--- config.mk ---
export PLATFORM = sky130hd
export DESIGN_NAME = tdm_audio_tx
export DESIGN_NICKNAME = d
export VERILOG_FILES = /design/src/rtl/tdm_tx_pkg.sv /design/src/rtl/tdm_tx_timing.sv /design/src/rtl/tdm_tx_slot.sv /design/src/rtl/tdm_tx_delay.sv /design/src/rtl/tdm_audio_tx.sv
export SDC_FILE = /design/constraint.sdc
export NUM_CORES = 1
export LEC_CHECK = 0
export BUFFER_PORTS_ARGS = -buffer_cell sky130_fd_sc_hd__buf_2
export CAP_MARGIN = 5
export CELL_PAD_IN_SITES_DETAIL_PLACEMENT = 1
export CELL_PAD_IN_SITES_GLOBAL_PLACEMENT = 1
export CORE_AREA = 2 2 120 169
export CTS_CLUSTER_DIAMETER = 30
export DETAILED_ROUTE_END_ITERATION = 7
export DIE_AREA = 0 0 122 171
export PLACE_DENSITY_LB_ADDON = 0.08
export SYNTH_ARGS = -nofsm -noshare
export SYNTH_HDL_FRONTEND = slang
export SYNTH_SLANG_ARGS = --single-unit
--- constraint.sdc ---
create_clock -name clk -period 3.4 [get_ports clk]
set_clock_uncertainty 0.1 [all_clocks]
set_input_delay 0.17 -clock clk [delete_from_list [all_inputs] [get_ports clk]]
set_output_delay 0.17 -clock clk [all_outputs]
set_load 0.01 [all_outputs]
--- src/rtl/tdm_tx_pkg.sv ---
package tdm_tx_pkg;

    typedef enum logic [1:0] {
        FMT_TDM = 2'd0,
        FMT_I2S = 2'd1,
        FMT_LJ  = 2'd2,
        FMT_RJ  = 2'd3
    } fmt_e;

    typedef enum logic [1:0] {
        ST_IDLE   = 2'd0,
        ST_PRIME  = 2'd1,
        ST_ACTIVE = 2'd2,
        ST_PAD    = 2'd3
    } slot_st_e;

endpackage

--- src/rtl/tdm_tx_timing.sv ---
module tdm_tx_timing #(
    parameter int FW = 10
) (
    input  logic          clk,
    input  logic          rst_n,
    input  logic          run,
    input  logic [FW-1:0] frame_len,
    input  logic [FW-1:0] slot_len,
    input  logic [FW-1:0] fs_len,
    input  logic          fs_base,
    input  logic          bclk_inv,
    input  logic          fsync_inv,
    output logic          phase,
    output logic [FW-1:0] sbit,
    output logic [FW-1:0] sidx,
    output logic          frame_last,
    output logic          slot_last,
    output logic          bclk,
    output logic          fsync
);

    logic [FW-1:0] bit_q;

    assign frame_last = (bit_q == frame_len - FW'(1));
    assign slot_last  = (sbit == slot_len - FW'(1));

    always_ff @(posedge clk or negedge rst_n) begin
        if (!rst_n) begin
            phase <= 1'b0;
            bit_q <= '0;
            sbit  <= '0;
            sidx  <= '0;
        end else if (!run) begin
            phase <= 1'b0;
            bit_q <= '0;
            sbit  <= '0;
            sidx  <= '0;
        end else begin
            phase <= ~phase;
            if (phase) begin
                if (frame_last) begin
                    bit_q <= '0;
                    sbit  <= '0;
                    sidx  <= '0;
                end else begin
                    bit_q <= bit_q + FW'(1);
                    if (slot_last) begin
                        sbit <= '0;
                        sidx <= sidx + FW'(1);
                    end else begin
                        sbit <= sbit + FW'(1);
                    end
                end
            end
        end
    end

    always_comb begin
        bclk  = run ? (phase ^ bclk_inv) : bclk_inv;
        fsync = run ? ((bit_q < fs_len) ^ fs_base ^ fsync_inv) : fsync_inv;
    end

    assert_bclk_toggle_R2: assert property (@(posedge clk) disable iff (!rst_n)
        (run && $past(run)) |-> (bclk != $past(bclk)));

    assert_fsync_bit_aligned_R3: assert property (@(posedge clk) disable iff (!rst_n)
        (run && $past(run) && phase) |-> $stable(fsync));

endmodule

--- src/rtl/tdm_tx_slot.sv ---
module tdm_tx_slot
    import tdm_tx_pkg::*;
#(
    parameter int FW     = 10,
    parameter int CW     = 5,
    parameter int SW     = 6,
    parameter int SAMP_W = 32
) (
    input  logic              clk,
    input  logic              rst_n,
    input  logic              enable,
    input  logic              phase,
    input  logic              frame_last,
    input  logic              slot_last,
    input  logic [FW-1:0]     sidx,
    input  logic [FW-1:0]     sbit,
    input  logic [CW-1:0]     chans,
    input  logic [FW-1:0]     lead,
    input  logic [SW-1:0]     sbits,
    input  logic              s_valid,
    input  logic [SAMP_W-1:0] s_data,
    output logic              s_ready,
    output slot_st_e          state,
    output logic              raw_bit,
    output logic              underrun
);

    slot_st_e          nxt;
    logic [SAMP_W-1:0] samp;
    logic              running;
    logic              more_ch;
    logic              load_run;
    logic [FW-1:0]     rel;
    logic [SAMP_W-1:0] aligned;

    assign running  = (state == ST_ACTIVE) || (state == ST_PAD);
    assign more_ch  = (sidx + FW'(1)) < FW'(chans);
    assign load_run = running && phase && (frame_last || (slot_last && more_ch));

    always_ff @(posedge clk or negedge rst_n) begin
        if (!rst_n) state <= ST_IDLE;
        else        state <= nxt;
    end

    always_comb begin
        nxt = state;
        unique case (state)
            ST_IDLE:   if (enable) nxt = ST_PRIME;
            ST_PRIME:  nxt = enable ? ST_ACTIVE : ST_IDLE;
            ST_ACTIVE,
            ST_PAD: begin
                if (!enable)                            nxt = ST_IDLE;
                else if (load_run)                      nxt = ST_ACTIVE;
                else if (phase && (slot_last || frame_last)) nxt = ST_PAD;
            end
        endcase
    end

    always_ff @(posedge clk or negedge rst_n) begin
        if (!rst_n) begin
            samp     <= '0;
            underrun <= 1'b0;
        end else begin
            if (s_ready) samp <= s_valid ? s_data : '0;
            if (!enable)                  underrun <= 1'b0;
            else if (s_ready && !s_valid) underrun <= 1'b1;
        end
    end

    always_comb begin
        s_ready = enable && ((state == ST_PRIME) || load_run);
        rel     = sbit - lead;
        aligned = samp << rel;
        raw_bit = (state == ST_ACTIVE) && (sbit >= lead) &&
                  (rel < FW'(sbits)) && aligned[SAMP_W-1];
    end

    assert_ready_second_half_R10: assert property (@(posedge clk) disable iff (!rst_n)
        (s_ready && state != ST_PRIME) |-> phase);

    assert_ready_single_R10: assert property (@(posedge clk) disable iff (!rst_n)
        s_ready |=> !s_ready);

    assert_underrun_sticky_R11: assert property (@(posedge clk) disable iff (!rst_n)
        (underrun && enable) |=> underrun);

endmodule

--- src/rtl/tdm_tx_delay.sv ---
module tdm_tx_delay #(
    parameter int MAX_SHIFT = 4,
    parameter int XW        = 3
) (
    input  logic          clk,
    input  logic          rst_n,
    input  logic          din,
    input  logic [XW-1:0] shift,
    output logic          dout
);

    logic [MAX_SHIFT-1:0] pipe;
    logic [1:0]           age;

    for (genvar g = 0; g < MAX_SHIFT; g++) begin : g_tap
        always_ff @(posedge clk or negedge rst_n) begin
            if (!rst_n)      pipe[g] <= 1'b0;
            else if (g == 0) pipe[g] <= din;
            else             pipe[g] <= pipe[(g == 0) ? 0 : g-1];
        end
    end

    always_comb begin
        if (shift == '0)                     dout = din;
        else if (shift > XW'(MAX_SHIFT))     dout = pipe[MAX_SHIFT-1];
        else                                 dout = pipe[shift - XW'(1)];
    end

    always_ff @(posedge clk or negedge rst_n) begin
        if (!rst_n)           age <= '0;
        else if (age != 2'd3) age <= age + 2'd1;
    end

    if (MAX_SHIFT >= 2) begin : g_chk
        assert_one_bit_delay_R6: assert property (@(posedge clk) disable iff (!rst_n)
            (age == 2'd3 && shift == XW'(2)) |-> (dout == $past(din, 2)));
    end

endmodule

--- src/rtl/tdm_audio_tx.sv ---
module tdm_audio_tx
    import tdm_tx_pkg::*;
#(
    parameter int MAX_FRAME = 512,
    parameter int MAX_SLOT  = 32,
    parameter int MAX_CH    = 16,
    parameter int MAX_SHIFT = 4
) (
    input  logic                                 clk,
    input  logic                                 rst_n,
    input  logic                                 enable,
    input  logic [1:0]                           cfg_fmt,
    input  logic [$clog2(MAX_FRAME+1)-1:0]       cfg_frame_bits,
    input  logic [$clog2(MAX_SLOT+1)-1:0]        cfg_slot_bits,
    input  logic [$clog2(MAX_CH+1)-1:0]          cfg_channels,
    input  logic [$clog2(MAX_FRAME+1)-1:0]       cfg_fsync_bits,
    input  logic [$clog2(MAX_SHIFT+1)-1:0]       cfg_shift,
    input  logic [$clog2(MAX_SLOT+1)-1:0]        cfg_sample_bits,
    input  logic                                 cfg_bclk_inv,
    input  logic                                 cfg_fsync_inv,
    input  logic                                 s_valid,
    output logic                                 s_ready,
    input  logic [MAX_SLOT-1:0]                  s_data,
    output logic                                 bclk,
    output logic                                 fsync,
    output logic                                 sdata,
    output logic                                 underrun
);

    localparam int FW = $clog2(MAX_FRAME+1);
    localparam int SW = $clog2(MAX_SLOT+1);
    localparam int CW = $clog2(MAX_CH+1);
    localparam int XW = $clog2(MAX_SHIFT+1);

    slot_st_e      state;
    logic          run, start;
    logic [FW-1:0] half;
    logic [FW-1:0] r_frame, r_slot, r_fsw, r_lead;
    logic [CW-1:0] r_chans;
    logic [XW-1:0] r_shift;
    logic [SW-1:0] r_sbits;
    logic          r_binv, r_finv, r_base;
    logic          phase, frame_last, slot_last, raw_bit, dly_bit;
    logic [FW-1:0] sbit, sidx;

    assign run   = (state == ST_ACTIVE) || (state == ST_PAD);
    assign start = (state == ST_IDLE) && enable;
    assign half  = cfg_frame_bits >> 1;

    always_ff @(posedge clk or negedge rst_n) begin
        if (!rst_n) begin
            r_frame <= FW'(MAX_FRAME); r_slot <= FW'(MAX_SLOT); r_fsw <= FW'(1);
            r_lead  <= '0; r_chans <= CW'(1); r_shift <= '0; r_sbits <= SW'(MAX_SLOT);
            r_binv  <= 1'b0; r_finv <= 1'b0; r_base <= 1'b0;
        end else if (start) begin
            r_frame <= cfg_frame_bits;
            r_sbits <= cfg_sample_bits;
            r_binv  <= cfg_bclk_inv;
            r_finv  <= cfg_fsync_inv;
            if (fmt_e'(cfg_fmt) == FMT_TDM) begin
                r_slot  <= FW'(cfg_slot_bits);
                r_chans <= cfg_channels;
                r_fsw   <= cfg_fsync_bits;
                r_shift <= cfg_shift;
                r_lead  <= '0;
                r_base  <= 1'b0;
            end else begin
                r_slot  <= half;
                r_chans <= CW'(2);
                r_fsw   <= half;
                r_shift <= (fmt_e'(cfg_fmt) == FMT_I2S) ? XW'(2) : '0;
                r_lead  <= (fmt_e'(cfg_fmt) == FMT_RJ) ? half - FW'(cfg_sample_bits) : '0;
                r_base  <= (fmt_e'(cfg_fmt) == FMT_I2S);
            end
        end
    end

    tdm_tx_timing #(.FW(FW)) u_timing (
        .clk(clk), .rst_n(rst_n), .run(run),
        .frame_len(r_frame), .slot_len(r_slot), .fs_len(r_fsw), .fs_base(r_base),
        .bclk_inv(r_binv), .fsync_inv(r_finv),
        .phase(phase), .sbit(sbit), .sidx(sidx),
        .frame_last(frame_last), .slot_last(slot_last),
        .bclk(bclk), .fsync(fsync)
    );

    tdm_tx_slot #(.FW(FW), .CW(CW), .SW(SW), .SAMP_W(MAX_SLOT)) u_slot (
        .clk(clk), .rst_n(rst_n), .enable(enable),
        .phase(phase), .frame_last(frame_last), .slot_last(slot_last),
        .sidx(sidx), .sbit(sbit), .chans(r_chans), .lead(r_lead), .sbits(r_sbits),
        .s_valid(s_valid), .s_data(s_data), .s_ready(s_ready),
        .state(state), .raw_bit(raw_bit), .underrun(underrun)
    );

    tdm_tx_delay #(.MAX_SHIFT(MAX_SHIFT), .XW(XW)) u_delay (
        .clk(clk), .rst_n(rst_n), .din(raw_bit), .shift(r_shift), .dout(dly_bit)
    );

    assign sdata = (state != ST_IDLE) && dly_bit;

endmodule

==> impl_metrics.tcl, run 1 <==
set metrics [dict create \
    violations "setup timing" \
    drtAntennaViolNets 0 \
    htree_levels 4 \
    hold_class "in -> reg" \
    synth_seq_area_share_pct 40.5 \
    hold_viol 0 \
    dieArea_um2 20900 \
    holdPathEnd "r_shift[1]" \
    cts_buffers 17 \
    firstDrtPassIters 4 \
    synth_top_cell_area_share_pct 38.8 \
    synth_flop_cell "dfrtp_1" \
    vias 7085 \
    syn_area_per_cell_um2 9.15 \
    vias_per_cell 5.49 \
    wl_per_cell_um 18.9 \
    syn_inst 853 \
    path_delay_family "compound AO/OA/AOI/OAI gates" \
    crit_chain "inv_1 > ha_1 > nor2b_1 > o31a_1 > o21ai_2 > nor2b_4 > xnor2_2 > ha_1 > nand2_1 > o2111ai_2 > a2111oi_4 > o221ai_2 > nor3_2 > nand4b_1 > a311oi_2 > buf_2" \
    coreArea_um2 19500 \
    status "finished, violations left" \
    synth_edf_count 0 \
    syn_area_um2 7800 \
    portBuffers 84 \
    whs_path_depth 2 \
    antenna_found_initial 2 \
    crit_top_cell "ha_1" \
    synthTopCellsByArea "dfrtp_1, ha_1, nand2_1, o21ai_0, o31ai_1" \
    hpwlAfterDp_um 17100 \
    yosysWarningCount 0 \
    cts_max_path_buffers 2 \
    fp.dieH_um 171 \
    ys_types 66 \
    r2r-end "u_delay.pipe[0]" \
    cts_tree "yes" \
    grt_overflow 0 \
    rsz0062_at_grt "true" \
    fmax_mhz 251 \
    ys_ff_latch 126 \
    worstRegToRegCells 13 \
    yosysTopAreaCell "dfrtp_1" \
    ioPinCount 85 \
    grt_first_pass_wirelength_um 38600 \
    worstPathMaxFanout 3 \
    area_growth_pct 31.0 \
    drive_above_1_share_pct 21.4 \
    synth-async-reset-ratio_pct 100 \
    cp_slowest_stage_delay_ns 0.34 \
    worst_pin_slew_ns 0.979 \
    synth_fp_nets 975 \
    grt_pass1_vias 7687 \
    layout.nets 1147 \
    layout_setup_ws_ns -0.583 \
    path_buf_inv 2 \
    clock_latency_ns 0.42 \
    use_met1_pct 27.8 \
    r2r-start "u_timing.sbit[0]" \
    crit_path_start_kind "register" \
    finalMaxSlewViolations 0 \
    instances_no_fill 1290 \
    die_w_um 122 \
    gr-max-usage-layer "met2" \
    min_from "cfg_fmt[1]" \
    fin_crit_ns 3.98 \
    crit_path_end_kind "primary output" \
    totalWireLength_um 24400 \
    critPathKind "reg -> out" \
    start_util_pct 40.1 \
    grt_util_all_layers_pct 23.9 \
    drc 0 \
    rows 61 \
    crit_slowest_cell "dfrtp_1" \
    path_clk_slew_ns 0.06 \
    cts.sinks 126 \
    slew_headroom_pct 34.7 \
    dpl_worst_slack_ns -0.526 \
    crit_arrival_ns 3.71 \
    ir_drop_v 0.000352 \
    clockRootBuffer "clkbuf_16" \
    drv_cap 0 \
    setup_viol 1 \
    grt_start_max_net_pins 70 \
    use_met3_pct 3.63 \
    fin_tns_setup_ns -0.583 \
    drt_iter0_markers 291 \
    grtUsageMet2_pct 42.9 \
    cp.required_ns 3.13 \
    ys_top_cells_by_count "dfrtp_1, nand2_1, o21ai_0" \
    r2r_slack_ns 0.25 \
    routabilityCongestion 0.819 \
    powerDensity_nw_per_um2 557 \
    power.leakage_nw 4.50 \
    placed_cells 1174 \
    post-route-period-util_pct 117 \
]
## logic make-up (layout without fill, tap and decap cells)
family | count (synthesis) | after routing | synth area share [%]
buffers and inverters | 101 | 285 | 5.39
DFF | 126 | 126 | 40.5
AOI/OAI and AO/OA | 252 | 252 | 20.0
muxes | 29 | 29 | 5.60
xor gates and xnor gates | 41 | 41 | 4.60
adders and majority gates | 42 | 42 | 6.93
and+or+nand+nor | 262 | 262 | 17.0
other | 0 | 1 | 0
## registers in the layout (all words and copies together), names as in the netlist, 6 cells and up
register / count
u_slot.samp: 32
r_frame: 10
r_fsw: 10
r_lead: 10
u_timing.bit_q: 10
u_timing.sbit: 10
u_timing.sidx: 10
r_slot: 9
r_sbits: 6
## metal layers
| layer | share of wire, % | wire length, µm | up-vias |
|---|---|---|---|
| li1 | - | - | 3378 |
| met1 | 41 | 10100 | 3524 |
| met2 | 52 | 12800 | 129 |
| met3 | 2.3 | 554 | 52 |
| met4 | 3.8 | 932 | 2 |
| met5 | 0.045 | 11 | - |
## through the flow
step,power [mW],area [µm²],util [%],hold slack (ns)
after global routing,6.00,10200,52.5,0.0341
after CTS,5.66,10100,51.9,0.00860
after floorplan,3.02,7810,-,-0.226
after detailed placement,3.56,8620,44.3,0.205
after global placement,3.47,8620,44.3,0.206
final,5.69,10200,52.5,0.0132
## layout make-up
cell class                 instances  area (µm²)
fill                            2248        9240
multi-input combinational        626        4360
sequential                       126        3160
timing repair buffer             199        1540
clock buffer                      22         494
tap                              252         315
inverter                          55         206
clock inverter                     9         133
antenna                            1        2.50
## repair_timing
action                                 in CTS  in global routing
pin swaps                                   5                  8
cloned                                      0                  1
hold buffers                               76                  0
setup buffers                               1                  6
gates resized for setup                    16                  9
endpoints found under the hold margin     132                  0
setup endpoints to repair                   3                  3
## layout by cell type, fill, tap and decap left out, types with 8 or more instances in the layout
master	count
inv_1	53
nand3_1	19
ha_1	37
buf_2	83
nand2b_1	15
a211oi_1	10
xor2_1	15
buf_4	35
nor3_1	8
mux4_2	10
dfrtp_1	121
and3_1	10
nand2_1	119
mux2_2	17
nor2b_1	16
xnor2_1	25
o31ai_1	34
o21ai_0	83
nor2_1	23
o21ai_1	20
a31oi_1	10
clkbuf_16	18
dlygate4sd3_1	76
a21oi_1	42
## how the worst max path moves through the flow
stage                           from     to  slack [ns]  cells past startpoint
floorplan           u_timing.sbit[0]  sdata       0.004                     15
detailed placement         r_lead[1]  sdata       -0.53                     15
finish                     r_lead[1]  sdata       -0.58                     16
global route        u_timing.sbit[0]  sdata       -0.81                     17
CTS                        r_lead[1]  sdata       -0.67                     16
global placement           r_lead[1]  sdata       -0.29                     15
## power by group
group | switching [mW] | internal [mW] | total [mW]
logic | 0.872 | 0.832 | 1.70
registers | 0.235 | 1.80 | 2.03
clock network | 0.702 | 1.25 | 1.95
No activity file was read; power rests on OpenSTA's default activity.
==> inputs of run 2 (changes only) <==
- ABC_AREA: not set -> 1
- CORE_AREA: 2 2 120 169 -> 2 2 113 158
- DIE_AREA: 0 0 122 171 -> 0 0 115 160
- clock period: 3.4 -> 5.2 ns (I/O delays scaled with it)
==> impl_metrics.tcl, run 2 <==
set metrics [dict create \
    yosysMostFrequentCell "nand2_1" \
    drt_iter0_markers 262 \
    critPathKind "reg -> out" \
    fin_crit_ns 3.88 \
    htree_levels 4 \
    syn_area_per_cell_um2 7.73 \
    finalMaxSlewViolations 0 \
    top_register "u_slot.samp" \
    placed_cells 1275 \
    r2r-start "r_slot[0]" \
    synth-async-reset-ratio_pct 100 \
    ioPinCount 85 \
    portBuffers 84 \
    coreArea_um2 17100 \
    slew_headroom_pct 41.9 \
    totalWireLength_um 22800 \
    clock_latency_ns 0.42 \
    ys_ff_latch 126 \
    cts_max_path_buffers 2 \
    holdWs_ns 0.00901 \
    final_common_cell "nand2_1" \
    cts_buffers 17 \
    cts_resized 0 \
    crit_path_start_kind "register" \
    crit_slowest_cell "xor2_1" \
    hold_class "in -> reg" \
    dieArea_um2 18400 \
    synth_seq_area_share_pct 40.3 \
    grt_start_max_net_pins 82 \
    cts.sinks 126 \
    fp.dieH_um 160 \
    r2r_slack_ns 1.89 \
    start_util_pct 45.8 \
    path_clk_slew_ns 0.06 \
    vias_per_cell 5.32 \
    wl_per_cell_um 16.8 \
    clockRootBuffer "clkbuf_16" \
    synth_top_cell_area_share_pct 38.6 \
    crit_chain "inv_1 > ha_1 > inv_1 > fa_1 > xor2_1 > ha_1 > inv_1 > o21bai_1 > a21oi_1 > nor2_1 > o21ai_0 > nand3b_1 > nor2_1 > nor2_1 > nor2_1 > buf_2" \
    post_cts_buffers 0 \
    grt_first_pass_wirelength_um 38300 \
    antenna_cells 0 \
    drive_above_1_share_pct 15.5 \
    routabilityCongestion 0.881 \
    fin_tns_setup_ns 0 \
    hpwlAfterDp_um 16700 \
    cp-startpoint "u_timing.sbit[0]" \
    yosysWarningCount 0 \
    fillers 2119 \
    crit_path_end_kind "primary output" \
    synth_flop_cell "dfrtp_1" \
    area_growth_pct 20.9 \
    status "finished clean" \
    instances_no_fill 1357 \
    die_w_um 115 \
    worst_pin_slew_ns 0.871 \
    grt_util_all_layers_pct 26.5 \
    hold_viol 0 \
    layout.nets 1260 \
    holdBufCountCts 50 \
    critPathCapture "sdata" \
    cts_tree "yes" \
    r2r-end "u_slot.samp[3]" \
    powerDensity_nw_per_um2 522 \
    cp.required_ns 4.84 \
    largest_reg_flops 32 \
    setup_viol 0 \
    crit_top_cell "nor2_1" \
    final_util_pct 55.4 \
    yosysTopAreaCell "dfrtp_1" \
    mostFrequentLayoutCells "nand2_1, inv_1, dfrtp_1, nor2_1, buf_2" \
    drtAntennaViolNets 0 \
    fmax_mhz 257 \
    synthTopCellsByArea "dfrtp_1, nand2_1, ha_1, inv_1, nor2_1" \
    grt_overflow 0 \
    crit_arrival_ns 3.52 \
    syn_inst 1014 \
    rsz0062_at_grt "false" \
    ys_types 46 \
    worstPathMaxFanout 9 \
    ys_top_cells_by_count "nand2_1, inv_1, dfrtp_1" \
    vias 7226 \
    firstDrtPassIters 5 \
    worstRegToRegCells 15 \
    synth_fp_nets 1136 \
    ir_drop_v 0.000266 \
    antenna_found_initial 0 \
    rows 57 \
    drc 0 \
    drv_cap 0 \
    grt_pass1_vias 8020 \
    cp_slowest_stage_delay_ns 0.56 \
    synth_edf_count 0 \
    syn_area_um2 7840 \
    power.leakage_nw 4.62 \
    post-route-period-util_pct 74.7 \
]
[run 2: cell count changes after synthesis, sizes merged, moves of 17 or more]
cell   before  now
nor2b      18    0
a21oi      43   17
nor2       26  100
o31ai      35   11
mux2       17    0
nand3      20   53
o22ai       1   19
nand2     121  274
inv        55  124
[run 2: kinds of logic after synthesis]
family / Yosys count / synth area share (%)
AND/OR/NAND/NOR: 456 / 25.1
adder cells (fa/ha/maj): 42 / 6.90
buffers and inverters: 158 / 8.19
flip-flops: 126 / 40.3
AO/OA/AOI/OAI: 190 / 14.8
XOR/XNOR: 42 / 4.69
[run 2: worst min-delay path by stage]
stage / slack, ns / cells past startpoint / to / start
after CTS: 0.001 / 3 / r_slot[4] / cfg_slot_bits[4]
after global routing: 0.01 / 3 / r_slot[2] / cfg_slot_bits[2]
after detailed placement: 0.27 / 0 / u_delay.pipe[1] / u_delay.pipe[0]
after floorplan: -0.14 / 0 / r_base / rst_n
after global placement: 0.27 / 0 / u_delay.pipe[2] / u_delay.pipe[1]
final: 0.009 / 3 / u_slot.samp[10] / s_data[10]
[run 2: worst max-delay path, delay by kind of cell, from the launching register on]
family          cells  cell delay, ns
simple gates        5            0.43
xor+xnor            1            0.56
buf+inv             4            0.38
flops               1            0.41
fa+ha+maj           3            0.95
compound gates      3            0.38
[run 2: report_power, final]
group          switching [mW]  internal [mW]
logic                    1.36          0.788
registers               0.268           1.33
clock network           0.453          0.753
[run 2: metal layers]
metal / vias to the layer above / GRT usage [%] / share of wire (%)
met5: - / 0 / 0
met2: 127 / 49.0 / 54
met1: 3485 / 28.9 / 39
met4: 0 / 12.8 / 4.3
li1: 3566 / - / -
met3: 48 / 3.91 / 2.8
[run 2: metrics by stage]
step	cell area [µm²]	worst slack, ns	power (mW)
3_3_place_gp	8380	1.78	3.65
6_report	9480	1.32	4.95
5_1_grt	9480	0.928	5.38
3_5_place_dp	8380	1.71	3.73
4_1_cts	9480	1.22	5.00
2_1_floorplan	7840	2.22	3.12
[run 2: cell type report]
cell class / instances / area [µm²] / share of cell area (%)
multi-input combinational: 730 / 4040 / 42.7
sequential: 126 / 3160 / 33.3
timing repair buffer: 137 / 946 / 9.98
clock buffer: 22 / 484 / 5.11
inverter: 126 / 473 / 4.99
tap: 206 / 258 / 2.72
clock inverter: 10 / 111 / 1.18
